`config.mk`:
```
export PLATFORM = sky130hd
export DESIGN_NAME = lockreg_cmd_seq
export DESIGN_NICKNAME = d
export VERILOG_FILES = /design/src/rtl/lrs_pkg.sv /design/src/rtl/lrs_decode.sv /design/src/rtl/lrs_otp_reg.sv /design/src/rtl/lrs_rdmux.sv /design/src/rtl/lockreg_cmd_seq.sv
export SDC_FILE = /design/constraint.sdc
export NUM_CORES = 1
export LEC_CHECK = 0
export ABC_CLOCK_PERIOD_IN_PS = 2450
export BUFFER_PORTS_ARGS = -buffer_cell sky130_fd_sc_hd__clkbuf_2
export CORE_MARGIN = 4
export CORE_UTILIZATION = 43
export DETAILED_ROUTE_END_ITERATION = 16
export PLACE_DENSITY = 0.77
export SETUP_SLACK_MARGIN = 0.5
export SYNTH_ARGS = -nofsm -noshare
export SYNTH_HDL_FRONTEND = slang
export SYNTH_SLANG_ARGS = --single-unit
```
`constraint.sdc`:
```
create_clock -name clk -period 2.45 [get_ports clk]
set_input_delay 0.3675 -clock clk [delete_from_list [all_inputs] [get_ports clk]]
set_output_delay 0.3675 -clock clk [all_outputs]
set_load 0.01 [all_outputs]
```
`src/rtl/lrs_pkg.sv`:
```
package lrs_pkg;
  localparam int DATA_W   = 16;
  localparam int CMP_AW   = 11;

  localparam logic [CMP_AW-1:0] UNLOCK_A0 = 11'h555;
  localparam logic [CMP_AW-1:0] UNLOCK_A1 = 11'h2AA;
  localparam logic [7:0] UNLOCK_D0 = 8'hAA;
  localparam logic [7:0] UNLOCK_D1 = 8'h55;
  localparam logic [7:0] ENTRY_CODE = 8'h40;
  localparam logic [7:0] OP_PROGRAM = 8'hA0;
  localparam logic [7:0] OP_EXIT0   = 8'h90;
  localparam logic [7:0] OP_EXIT1   = 8'h00;

  typedef enum logic [2:0] {
    ST_ARRAY, ST_UNL1, ST_UNL2, ST_CMD, ST_PRG, ST_EXIT
  } lrs_state_e;

  function automatic logic cyc_match(input logic [CMP_AW-1:0] a, input logic [7:0] d,
                                     input logic [CMP_AW-1:0] ea, input logic [7:0] ed);
    return (a == ea) && (d == ed);
  endfunction

  function automatic logic mode_conflict(input logic [DATA_W-1:0] v);
    return !v[1] && !v[2];
  endfunction

  function automatic logic [DATA_W-1:0] otp_merge(input logic [DATA_W-1:0] old,
                                                  input logic [DATA_W-1:0] v);
    return old & v;
  endfunction
endpackage

```
`src/rtl/lrs_decode.sv`:
```
module lrs_decode
  import lrs_pkg::*;
(
  input  logic              clk,
  input  logic              rst_n,
  input  logic              wr_en,
  input  logic [CMP_AW-1:0] addr_lo,
  input  logic [DATA_W-1:0] wdata,
  output lrs_state_e        state_q,
  output logic              prog_commit,
  output logic              prog_abort
);
  lrs_state_e state_d;
  logic [7:0] cmd;

  assign cmd = wdata[7:0];

  always_comb begin
    state_d     = state_q;
    prog_commit = 1'b0;
    prog_abort  = 1'b0;
    if (wr_en) begin
      state_d = ST_ARRAY;
      unique case (state_q)
        ST_ARRAY: if (cyc_match(addr_lo, cmd, UNLOCK_A0, UNLOCK_D0)) state_d = ST_UNL1;
        ST_UNL1:  if (cyc_match(addr_lo, cmd, UNLOCK_A1, UNLOCK_D1)) state_d = ST_UNL2;
        ST_UNL2:  if (cyc_match(addr_lo, cmd, UNLOCK_A0, ENTRY_CODE)) state_d = ST_CMD;
        ST_CMD: begin
          if (cmd == OP_PROGRAM)    state_d = ST_PRG;
          else if (cmd == OP_EXIT0) state_d = ST_EXIT;
        end
        ST_PRG: begin
          if (mode_conflict(wdata)) begin
            prog_abort = 1'b1;
          end else begin
            prog_commit = 1'b1;
            state_d     = ST_CMD;
          end
        end
        ST_EXIT: state_d = ST_ARRAY;
        default: state_d = ST_ARRAY;
      endcase
    end
  end

  always_ff @(posedge clk or negedge rst_n) begin
    if (!rst_n) state_q <= ST_ARRAY;
    else        state_q <= state_d;
  end
endmodule

```
`src/rtl/lrs_otp_reg.sv`:
```
module lrs_otp_reg
  import lrs_pkg::*;
(
  input  logic              clk,
  input  logic              rst_n,
  input  logic              commit,
  input  logic [DATA_W-1:0] wdata,
  output logic [DATA_W-1:0] lock_q
);
  always_ff @(posedge clk or negedge rst_n) begin
    if (!rst_n)      lock_q <= '1;
    else if (commit) lock_q <= otp_merge(lock_q, wdata);
  end
endmodule

```
`src/rtl/lrs_rdmux.sv`:
```
module lrs_rdmux
  import lrs_pkg::*;
#(
  parameter logic [DATA_W-1:0] ARRAY_PAT = 16'h5AA5
) (
  input  logic              rd_en,
  input  logic              in_cmd,
  input  logic [7:0]        addr_lo,
  input  logic [DATA_W-1:0] lock_q,
  output logic [DATA_W-1:0] rd_data
);
  always_comb begin
    if (!rd_en)                         rd_data = '0;
    else if (in_cmd && addr_lo == 8'h00) rd_data = lock_q;
    else                                rd_data = ARRAY_PAT;
  end
endmodule

```
`src/rtl/lockreg_cmd_seq.sv`:
```
module lockreg_cmd_seq
  import lrs_pkg::*;
#(
  parameter int ADDR_W = 16,
  parameter logic [15:0] ARRAY_PAT = 16'h5AA5
) (
  input  logic              clk,
  input  logic              rst_n,
  input  logic [ADDR_W-1:0] bus_addr,
  input  logic [15:0]       bus_wdata,
  input  logic              wr_en,
  input  logic              rd_en,
  output logic [15:0]       rd_data,
  output logic              in_cmd_mode
);
  lrs_state_e        state_q;
  logic              prog_commit;
  logic              prog_abort;
  logic [DATA_W-1:0] lock_q;

  lrs_decode u_decode (
    .clk(clk), .rst_n(rst_n), .wr_en(wr_en),
    .addr_lo(bus_addr[CMP_AW-1:0]), .wdata(bus_wdata),
    .state_q(state_q), .prog_commit(prog_commit), .prog_abort(prog_abort)
  );

  lrs_otp_reg u_otp (
    .clk(clk), .rst_n(rst_n), .commit(prog_commit),
    .wdata(bus_wdata), .lock_q(lock_q)
  );

  assign in_cmd_mode = (state_q == ST_CMD) || (state_q == ST_PRG) || (state_q == ST_EXIT);

  lrs_rdmux #(.ARRAY_PAT(ARRAY_PAT)) u_rdmux (
    .rd_en(rd_en), .in_cmd(in_cmd_mode), .addr_lo(bus_addr[7:0]),
    .lock_q(lock_q), .rd_data(rd_data)
  );
endmodule

```
==> qor.txt, run 1 <==
run status - complete, no violations
Seq pwr share - 57.0%
clock network power share - 30.2%
Worst Hold Class - primary input to register
combinational share of power - 12.9%
Synth area leader - dfstp_2
Async SR Flop Fraction - 100%
largest net degree at the start of global routing - 20
hold_sp - bus_wdata[10]
Fmax achieved - 511 MHz
effective utilization at floorplan - 45.4%
Num CTS Buffers - 3
drt first pass iters - 4
YS warnings - 0
final worst clock skew - 0.00752 ns
Die ar. - 0.00317 mm²
register area share after synthesis - 49.4%
Fin Setup TNS - 0 ns
GRT Util Overall - 17.9%
Inserted Diodes - 0
R2R setup slack - 0.57 ns
Root Driver - clkbuf_4
most common cell after layout, fill and taps aside - clkbuf_2
CTS Sinks - 19
worst reg2reg path depth - 4
Final ANT Viol Nets - 0
DIE HEIGHT - 56.3 µm
Cell variety after synth - 30
crit share post-route - 79.8%
Rows - 17
top_reg_cell synth - dfstp_2
CP Data Arrival Time - 1.59 ns
Final min period - 1.96 ns
TritonCTS clock tree - built
Hold Fails Final Rpt - 0
RSZ-0062 raised after global routing - true
Least-Margin Pin Slew - 0.574 ns
vias in the first global route - 1,043
FF-to-FF Start - u_decode.state_q[1]$_DFFE_PN0P_
Detail Placement HPWL - 2.05 mm
EDFF count, synth - 0
initial DRC count - 18
leading post-synthesis cells by cell area - dfstp_2, o21a_1, dfrtp_1
Startpoint Class - register
Avg Vias per Cell - 5.67
share of post-route cells with drive strength above 1 - 56.8%
Crit path required time - 2.08 ns
cells after synthesis - 94
Critical Path Fanout Max - 8
WL/cell - 15.4 µm
Vias - 987
Yosys reg bits - 19
share of the synthesized area in the top cell type - 41.9%
Post-Syn Nets - 130
Final Wtd Congestion - 0.816
overall power - 553 µW
H-tree depth - 1
Leakage - 0.000620 µW
WL final - 2.67 mm
worst-case clock buffer depth - 2
switching share of power - 25.9%
Clock Pin Slew Worst Setup and Hold Paths - 0.12 ns
worst vdd ir - 0.000385 V
Pwr Density - 393 mW/mm²
Mapped Area - 0.00100 mm²
worst r2r dst - u_decode.state_q[0]$_DFFE_PN0P_
die width - 56.3 µm
P&R area growth vs syn - 40.1%
Internal - 409 µW
# DRC - 0
first-pass GRT wire length - 4.46 mm
Psw - 143 µW
Slew headroom - 61.7%
Avg Inst Size Synth - 10.7 µm²
Hold Slack - 0.263 ns
net total in the final layout - 183
Final setup viols - 0
post-place setup slack - 0.508 ns
Crit. End Element - primary output
IO Pins - 53
max-slew violations - 0
initial antenna violation count - 0
most frequent cells in the layout - clkbuf_2, o21a_1, dfstp_2
WS Path Type - register to primary output
max-cap viol count - 0
Core Box Area - 0.00221 mm²
fillers - 197
GRT overflow - 0
hold endpoint - u_otp.lock_q[10]$_DFFE_PN1P_
Port Buf Inserts - 47
Hold Path Cell Cnt - 2
Setup WS post-layout - 0.494 ns
worst skew pair latency - 0.31 ns
cell families after synthesis:
kind of cell	after synthesis	synth area share (%)
xor gates and xnor gates	1	0.873
AOI/OAI and AO/OA	32	23.8
buffers and inverters	4	1.50
and+or+nand+nor	38	24.4
DFF	19	49.4
registers in the layout (all words and copies together), names as in the netlist:
signal	flops
u_decode.state_q	3
u_otp.lock_q	16
worst max-delay path, stage by stage, from the launching register on:
cell	delay (ns)
dfrtp_2	0.43
nand3b_1	0.17
o21ai_2	0.12
and3_4	0.28
and3_1	0.16
buf_2	0.12
power groups by stage:
stage / registers (µW) / logic (µW) / clock network (µW)
floorplan: 320 / 19.1 / 0
global placement: 320 / 65.6 / 0
detailed placement: 320 / 67.2 / 0
CTS: 315 / 69.0 / 173
global route: 315 / 77.2 / 186
finish: 315 / 71.0 / 167
synthesized netlist by cell type, drive strengths merged (3+ instances only):
master / number
and3: 11
nor4: 3
nand4: 3
o21a: 24
dfstp: 16
nor3: 3
dfrtp: 3
layer usage:
layer / up-vias / GRT usage, % / part of all wire [%]
met2: 32 / 31.2 / 51
met3: 5 / 7.36 / 7.6
met5: - / 0 / 0
met1: 475 / 18.7 / 40
li1: 475 / - / -
met4: 0 / 8.14 / 1.6
per-stage QoR:
| step | std cells | area (µm²) | util, % |
|---|---|---|---|
| floorplan | 94 | 1000 | - |
| detailed placement | 167 | 1270 | 57.2 |
| finish | 174 | 1410 | 63.6 |
| CTS | 173 | 1330 | 60.1 |
| global route | 174 | 1410 | 63.6 |
| global placement | 167 | 1270 | 57.2 |
worst max path at each step:
stage | startpoint | endpoint | slack (ns) | depth (start not counted)
global route | u_decode.state_q[2]$_DFFE_PN0P_ | rd_data[13] | 0.39 | 5
CTS | u_decode.state_q[2]$_DFFE_PN0P_ | rd_data[4] | 0.48 | 5
floorplan | u_decode.state_q[1]$_DFFE_PN0P_ | u_decode.state_q[0]$_DFFE_PN0P_ | 0.68 | 4
detailed placement | bus_wdata[2] | u_decode.state_q[0]$_DFFE_PN0P_ | 0.51 | 5
global placement | bus_addr[1] | rd_data[2] | 0.52 | 5
finish | u_decode.state_q[2]$_DFFE_PN0P_ | rd_data[8] | 0.49 | 5
repair_timing:
item                                   CTS  global route
gates resized for setup                  6            22
hold buffers                             1             0
setup endpoints to repair               16            17
endpoints found under the hold margin    3             0
setup buffers                            1             1
pin swaps                                0             3
final cells by class:
cell class / instances / area (µm²) / area share, %
multi-input combinational: 71 / 549 / 39.1
sequential: 19 / 499 / 35.5
timing repair buffer: 50 / 285 / 20.3
tap: 28 / 35.0 / 2.49
clock buffer: 3 / 22.5 / 1.60
clock inverter: 1 / 7.51 / 0.534
inverter: 2 / 7.51 / 0.534
Power figures use the tool's default switching activity.
==> run 2: changes to the inputs <==
--- a/config.mk
+++ b/config.mk
@@ -5,12 +5,12 @@
 export SDC_FILE = /design/constraint.sdc
 export NUM_CORES = 1
 export LEC_CHECK = 0
-export ABC_CLOCK_PERIOD_IN_PS = 2450
+export ABC_CLOCK_PERIOD_IN_PS = 1600
 export BUFFER_PORTS_ARGS = -buffer_cell sky130_fd_sc_hd__clkbuf_2
 export CORE_MARGIN = 4
-export CORE_UTILIZATION = 43
+export CORE_UTILIZATION = 39
 export DETAILED_ROUTE_END_ITERATION = 16
-export PLACE_DENSITY = 0.77
+export PLACE_DENSITY = 0.74
 export SETUP_SLACK_MARGIN = 0.5
 export SYNTH_ARGS = -nofsm -noshare
 export SYNTH_HDL_FRONTEND = slang
==> constraint.sdc (replaced) <==
create_clock -name clk -period 1.6 [get_ports clk]
set_input_delay 0.24 -clock clk [delete_from_list [all_inputs] [get_ports clk]]
set_output_delay 0.24 -clock clk [all_outputs]
set_load 0.01 [all_outputs]
==> run 2 against run 1 <==
Effect of this change: the flow now finishes with violations (setup timing); total power up 52%; sequential cell count unchanged; global-route usage up 0.53 points; hold slack worse by 0.10 ns; critical path type unchanged; non-clock buffer count up 12; core utilization up 0.65 points.
==> qor.txt, run 2 (synthesis gave the netlist of run 1 again) <==
Vias - 1,065 (+7.9%)
WS Path Type - register to primary output
FF-to-FF Start - u_decode.state_q[1]$_DFFE_PN0P_
effective utilization at floorplan - 40.9% (-4.5 points)
CTS Sinks - 19 (unchanged)
share of post-route cells with drive strength above 1 - 60.4% (+3.5 points)
Largest register FFs - 16 (unchanged)
P&R area growth vs syn - 57.1%
worst reg2reg path depth - 4 (unchanged)
Seq pwr share - 57.6% (+0.6 points)
Finished Layout Cells - 189 (+8.6%)
crit share post-route - 115%
CP Buf/Inv Count - 1 (unchanged)
TritonCTS clock tree - built
WL final - 3.09 mm (+16%)
WL/cell - 16.3 µm (+6.4%)
max-slew violations - 0 (unchanged)
Final setup viols - 18 (+18)
GRT Util Overall - 18.5% (+0.53 points)
worst skew pair latency - 0.29 ns (-0.02 ns)
Least-Margin Pin Slew - 0.534 ns (-0.0395 ns)
WP depth - 5 (unchanged)
Internal - 629 µW (+53%)
worst setup path end - rd_data[10]
most flop-heavy register - u_otp.lock_q
Port Buf Inserts - 47 (unchanged)
Fin Setup TNS - -3.79 ns (-3.79 ns)
Num CTS Buffers - 3 (unchanged)
worst-case clock buffer depth - 2 (unchanged)
Final min period - 1.84 ns
worst vdd ir - 0.000407 V (+5.8%)
worst r2r dst - u_decode.state_q[0]$_DFFE_PN0P_
Rows - 18 (+1)
net total in the final layout - 196 (+7.1%)
kind of cell adding the most delay to the critical path - simple AND/OR/NAND/NOR gates
Critical-path top delay cell - dfrtp_1
Inst Count DP - 178 (+6.6%)
Core Box Area - 0.00245 mm² (+11%)
vias in the first global route - 1,093 (+4.8%)
CP Data Arrival Time - 1.60 ns (about the same)
GRT overflow - 0 (unchanged)
Crit. Startpoint - u_decode.state_q[2]$_DFFE_PN0P_
max-cap viol count - 0 (unchanged)
Final Util - 64.2% (+0.65 points)
Slew headroom - 64.1% (+2.4 points)
Leakage - 0.000693 µW (+12%)
critical-path cell list - nand3b_1 -> o21ai_4 -> and3_4 -> and3_1 -> clkbuf_2
first-pass GRT wire length - 4.87 mm (+9.1%)
Detail Placement HPWL - 2.21 mm (+8.0%)
Worst Hold Class - primary input to register
Final ANT Viol Nets - 0 (unchanged)
Setup WS post-layout - -0.243 ns (-0.737 ns)
Startpoint Class - register
Final Wtd Congestion - 0.848 (+4.0%)
Root Driver - clkbuf_4
combinational share of power - 14.2% (+1.3 points)
most common cell after layout, fill and taps aside - clkbuf_2
Fmax achieved - 543 MHz
final worst clock skew - 0.00120 ns (-0.00632 ns)
run status - finished, violations left
drt first pass iters - 5 (+1)
R2R setup slack - -0.21 ns (-0.78 ns)
DIE HEIGHT - 58.7 µm (+4.3%)
initial DRC count - 31 (+13)
Clock Pin Slew Worst Setup and Hold Paths - 0.11 ns (about the same)
die width - 58.7 µm (+4.3%)
Die ar. - 0.00345 mm² (+8.8%)
Crit. End Element - primary output
CP max stage delay - 0.41 ns (-0.02 ns)
IO Pins - 53 (unchanged)
switching share of power - 25.0% (-0.92 points)
initial antenna violation count - 0 (unchanged)
failing checks - setup timing
# DRC - 0 (unchanged)
Avg Vias per Cell - 5.63 (-0.66%)
most frequent cells in the layout - clkbuf_2, o21a_1, dfstp_2
Hold Fails Final Rpt - 0 (unchanged)
Pwr Density - 532 mW/mm² (+35%)
leading registers by flop count - u_otp.lock_q (16), u_decode.state_q (3)
RSZ-0062 raised after global routing - true
fillers - 191 (-3.0%)
H-tree depth - 1 (unchanged)
clock network power share - 28.2% (-2.0 points)
Inserted Diodes - 0 (unchanged)
largest net degree at the start of global routing - 20 (unchanged)
Critical Path Fanout Max - 8 (unchanged)
Hold Slack - 0.161 ns (-0.102 ns)
Psw - 209 µW (+46%)
Crit path required time - 1.36 ns (-0.72 ns)
-- run 2: cell count changes in the layout (fill, tap and decap cells not counted), sizes merged --
cell      delta
buf         +12
clkinvlp     -1
nand2        +1
clkinv       +1
-- run 2: worst min path at each step --
| stage | from | slack [ns] | cells after the start | end |
|---|---|---|---|---|
| 2_1_floorplan | rst_n | -0.06 | 0 | u_decode.state_q[0]$_DFFE_PN0P_ |
| 3_3_place_gp | rst_n | 0.21 | 1 | u_decode.state_q[2]$_DFFE_PN0P_ |
| 3_5_place_dp | rst_n | 0.21 | 1 | u_decode.state_q[2]$_DFFE_PN0P_ |
| 4_1_cts | bus_wdata[10] | 0.15 | 2 | u_otp.lock_q[10]$_DFFE_PN1P_ |
| 5_1_grt | bus_wdata[12] | 0.14 | 2 | u_otp.lock_q[12]$_DFFE_PN1P_ |
| 6_report | bus_wdata[10] | 0.16 | 2 | u_otp.lock_q[10]$_DFFE_PN1P_ |
-- run 2: through the flow --
step | cell area (µm²) | setup slack (ns) | power (µW)
finish | 1580 | -0.243 | 838
global route | 1580 | -0.319 | 890
CTS | 1470 | -0.212 | 846
detailed placement | 1340 | -0.200 | 600
global placement | 1340 | -0.161 | 596
floorplan | 1020 | -0.164 | 519
-- run 2: worst reg2reg max path, delay by kind of cell, from the launching register on --
| kind | cells | cell delay (ns) |
|---|---|---|
| AND/OR/NAND/NOR | 2 | 0.89 |
| AO/OA/AOI/OAI | 2 | 0.46 |
| flip-flops | 1 | 0.38 |
-- run 2: area by class of cell --
| cell class | count | area [µm²] | area share [%] |
|---|---|---|---|
| Sequential cell | 19 | 495 | 31.4 |
| Inverter | 2 | 7.51 | 0.476 |
| Clock buffer | 3 | 22.5 | 1.43 |
| Clock inverter | 1 | 5.00 | 0.317 |
| Timing Repair Buffer | 62 | 400 | 25.4 |
| Tap cell | 30 | 37.5 | 2.38 |
| Multi-Input combinational cell | 72 | 608 | 38.6 |
-- run 2: layer usage --
metal / track usage, % / up-vias / share of wire [%]
met1: 22.7 / 516 / 40
li1: - / 500 / -
met4: 8.41 / 0 / 1.3
met3: 3.07 / 6 / 5.4
met5: 0 / - / 0
met2: 31.4 / 43 / 54
-- run 2: what timing repair did --
action | 4_1_cts | 5_1_grt
pin swaps | 10 | 9
endpoints found under the hold margin | 3 | 0
hold buffers | 1 | 0
gates resized for setup | 15 | 24
gates cloned | 1 | 0
endpoints found under the setup margin | 36 | 36
setup buffers | 3 | 2
-- run 2: power groups by stage --
stage	combinational, µW	clock [µW]	sequential (µW)
2_1_floorplan	29.2	0	490
3_3_place_gp	107	0	490
3_5_place_dp	110	0	490
4_1_cts	115	248	482
5_1_grt	131	277	483
6_report	119	237	482
==> run 3: changes to the inputs <==
--- a/config.mk
+++ b/config.mk
@@ -10,7 +10,7 @@
 export CORE_MARGIN = 4
 export CORE_UTILIZATION = 39
 export DETAILED_ROUTE_END_ITERATION = 16
-export PLACE_DENSITY = 0.74
+export PLACE_DENSITY_LB_ADDON = 0.15
 export SETUP_SLACK_MARGIN = 0.5
 export SYNTH_ARGS = -nofsm -noshare
 export SYNTH_HDL_FRONTEND = slang
==> run 3 against run 2 <==
Effect of this change: the flow still finishes with violations (setup timing); clock skew increased by 0.0070 ns; sequential share of layout area shrank 0.97 points; hold slack got worse by 0.0084 ns; fmax is 0.32% higher; sequential power barely moved; largest cell class unchanged; global-route usage grew 0.79 points; routed wire length decreased by 0.91%; die area unchanged.
==> qor.txt, run 3 (synthesis gave the netlist of run 1 again) <==
run status - finished, violations left
failing checks - setup timing
WS Path Type - register to primary output
max-slew violations - 0 (unchanged)
Final ANT Viol Nets - 0 (unchanged)
Hold Slack - 0.152 ns (-0.00839 ns)
CTS Sinks - 19 (unchanged)
most flop-heavy register - u_otp.lock_q
Num CTS Buffers - 3 (unchanged)
combinational share of power - 13.8% (-0.4 points)
CP Data Arrival Time - 1.60 ns (about the same)
Port Buf Inserts - 47 (unchanged)
hold endpoint - u_otp.lock_q[8]$_DFFE_PN1P_
Finished Layout Cells - 191 (+1.1%)
RSZ-0062 raised after global routing - true
net total in the final layout - 198 (+1.0%)
hold_sp - bus_wdata[8]
CP Buf/Inv Count - 2 (+1)
Inserted Diodes - 0 (unchanged)
initial antenna violation count - 0 (unchanged)
Hold Path Cell Cnt - 2 (unchanged)
GRT overflow - 0 (unchanged)
Largest register FFs - 16 (unchanged)
most frequent cells in the layout - clkbuf_2, o21a_1, dfstp_2
first-pass GRT wire length - 5.08 mm (+4.2%)
initial DRC count - 33 (+6.5%)
Die ar. - 0.00345 mm² (unchanged)
Final min period - 1.84 ns (-0.00584 ns)
R2R setup slack - -0.19 ns (+0.02 ns)
Rows - 18 (unchanged)
Internal - 628 µW (-0.16%)
Critical Path Fanout Max - 8 (unchanged)
WP depth - 6 (+1)
Clock Pin Slew Worst Setup and Hold Paths - 0.11 ns (about the same)
Worst Hold Class - primary input to register
share of post-route cells with drive strength above 1 - 63.4% (+3.0 points)
critical-path cell list - nand3b_1 -> o21ai_4 -> nand3_2 -> buf_6 -> o21a_1 -> clkbuf_2
post-place setup slack - -0.206 ns (-0.00572 ns)
leading registers by flop count - u_otp.lock_q (16), u_decode.state_q (3)
Avg Vias per Cell - 5.54 (-1.6%)
Crit. End Element - primary output
Crit path required time - 1.36 ns (about the same)
clock network power share - 28.9% (+0.7 points)
Leakage - 0.000709 µW (+2.3%)
worst-case clock buffer depth - 2 (unchanged)
Setup WS post-layout - -0.237 ns (+0.00584 ns)
largest net degree at the start of global routing - 20 (unchanged)
WL/cell - 16.0 µm (-1.9%)
Critical-path top delay cell - dfrtp_1
Seq pwr share - 57.3% (-0.3 points)
H-tree depth - 1 (unchanged)
FF-to-FF Start - u_decode.state_q[2]$_DFFE_PN0P_
Least-Margin Pin Slew - 0.648 ns (+0.114 ns)
WL final - 3.06 mm (-0.91%)
max-cap viol count - 0 (unchanged)
TritonCTS clock tree - built
Startpoint Class - register
P&R area growth vs syn - 62.1%
Final setup viols - 19 (+1)
Core Box Area - 0.00245 mm² (unchanged)
IO Pins - 53 (unchanged)
# DRC - 0 (unchanged)
kind of cell adding the most delay to the critical path - flip-flops
effective utilization at floorplan - 40.9% (unchanged)
Root Driver - clkbuf_4
die width - 58.7 µm (unchanged)
crit share post-route - 115% (-0.37 points)
worst skew pair latency - 0.30 ns (about the same)
Psw - 215 µW (+2.6%)
Slew headroom - 56.4% (-7.7 points)
CP max stage delay - 0.42 ns (about the same)
worst reg2reg path depth - 7 (+3)
Pwr Density - 518 mW/mm² (-2.6%)
Hold Fails Final Rpt - 0 (unchanged)
final worst clock skew - 0.00822 ns (+0.00702 ns)
Vias - 1,059 (-0.56%)
worst vdd ir - 0.000520 V (+28%)
switching share of power - 25.5% (+0.51 points)
overall power - 842 µW (+0.53%)
Fmax achieved - 544 MHz (+0.32%)
GRT Util Overall - 19.2% (+0.79 points)
worst r2r dst - u_decode.state_q[0]$_DFFE_PN0P_
vias in the first global route - 1,148 (+5.0%)
DIE HEIGHT - 58.7 µm (unchanged)
Detail Placement HPWL - 2.04 mm (-7.8%)
most common cell after layout, fill and taps aside - clkbuf_2
Final Wtd Congestion - 0.756 (-11%)
drt first pass iters - 4 (-1)
Inst Count DP - 178 (unchanged)
run 3: power by group through the flow:
stage	logic (µW)	registers (µW)	clock network, µW
floorplan	29.2	490	0
global placement	106	490	0
detailed placement	106	490	0
CTS	113	482	253
global route	128	483	280
finish	116	482	244
run 3: what timing repair did:
item                                    4_1_cts  5_1_grt
gates resized for setup                      20       26
hold endpoints to repair                      3        0
hold buffers                                  1        0
endpoints found under the setup margin       36       36
pin swaps                                    12       10
gates cloned                                  1        0
buffers inserted                              5        2
run 3: routing by layer:
layer  routed length (µm)  GRT usage [%]  up-vias
met2                 1710           34.4       26
met1                 1220           23.0      527
met5                    0              0        -
met3                  102           3.07        4
li1                     -              -      502
met4                   34           7.12        0
run 3: how the worst max path moves through the flow:
stage	from	endpoint	slack (ns)
2_1_floorplan	u_decode.state_q[1]$_DFFE_PN0P_	u_decode.state_q[0]$_DFFE_PN0P_	-0.16
3_3_place_gp	bus_wdata[2]	u_decode.state_q[0]$_DFFE_PN0P_	-0.16
3_5_place_dp	bus_wdata[2]	u_decode.state_q[0]$_DFFE_PN0P_	-0.21
4_1_cts	u_decode.state_q[2]$_DFFE_PN0P_	rd_data[10]	-0.21
5_1_grt	u_decode.state_q[2]$_DFFE_PN0P_	rd_data[2]	-0.32
6_report	u_decode.state_q[2]$_DFFE_PN0P_	rd_data[2]	-0.24
run 3: through the flow:
stage	area [µm²]	TNS, ns	utilization, %
2_1_floorplan	1020	-0.252	-
3_3_place_gp	1340	-1.34	54.5
3_5_place_dp	1340	-1.25	54.5
4_1_cts	1510	-3.39	61.5
5_1_grt	1630	-5.35	66.3
6_report	1630	-3.92	66.3
run 3: final cells by class:
type | count | area [µm²]
clock inverter | 1 | 5.00
tap | 30 | 37.5
multi-input combinational | 72 | 629
timing repair buffer | 64 | 429
sequential | 19 | 495
fill | 204 | 828
inverter | 2 | 7.51
clock buffer | 3 | 22.5
run 3: worst reg2reg max path, cell delays in order, from the launching register on:
cell,delay [ns]
dfrtp_1,0.42
buf_4,0.15
buf_6,0.11
buf_6,0.10
nor4bb_1,0.25
and4_2,0.31
nand4_1,0.13
a32oi_2,0.24
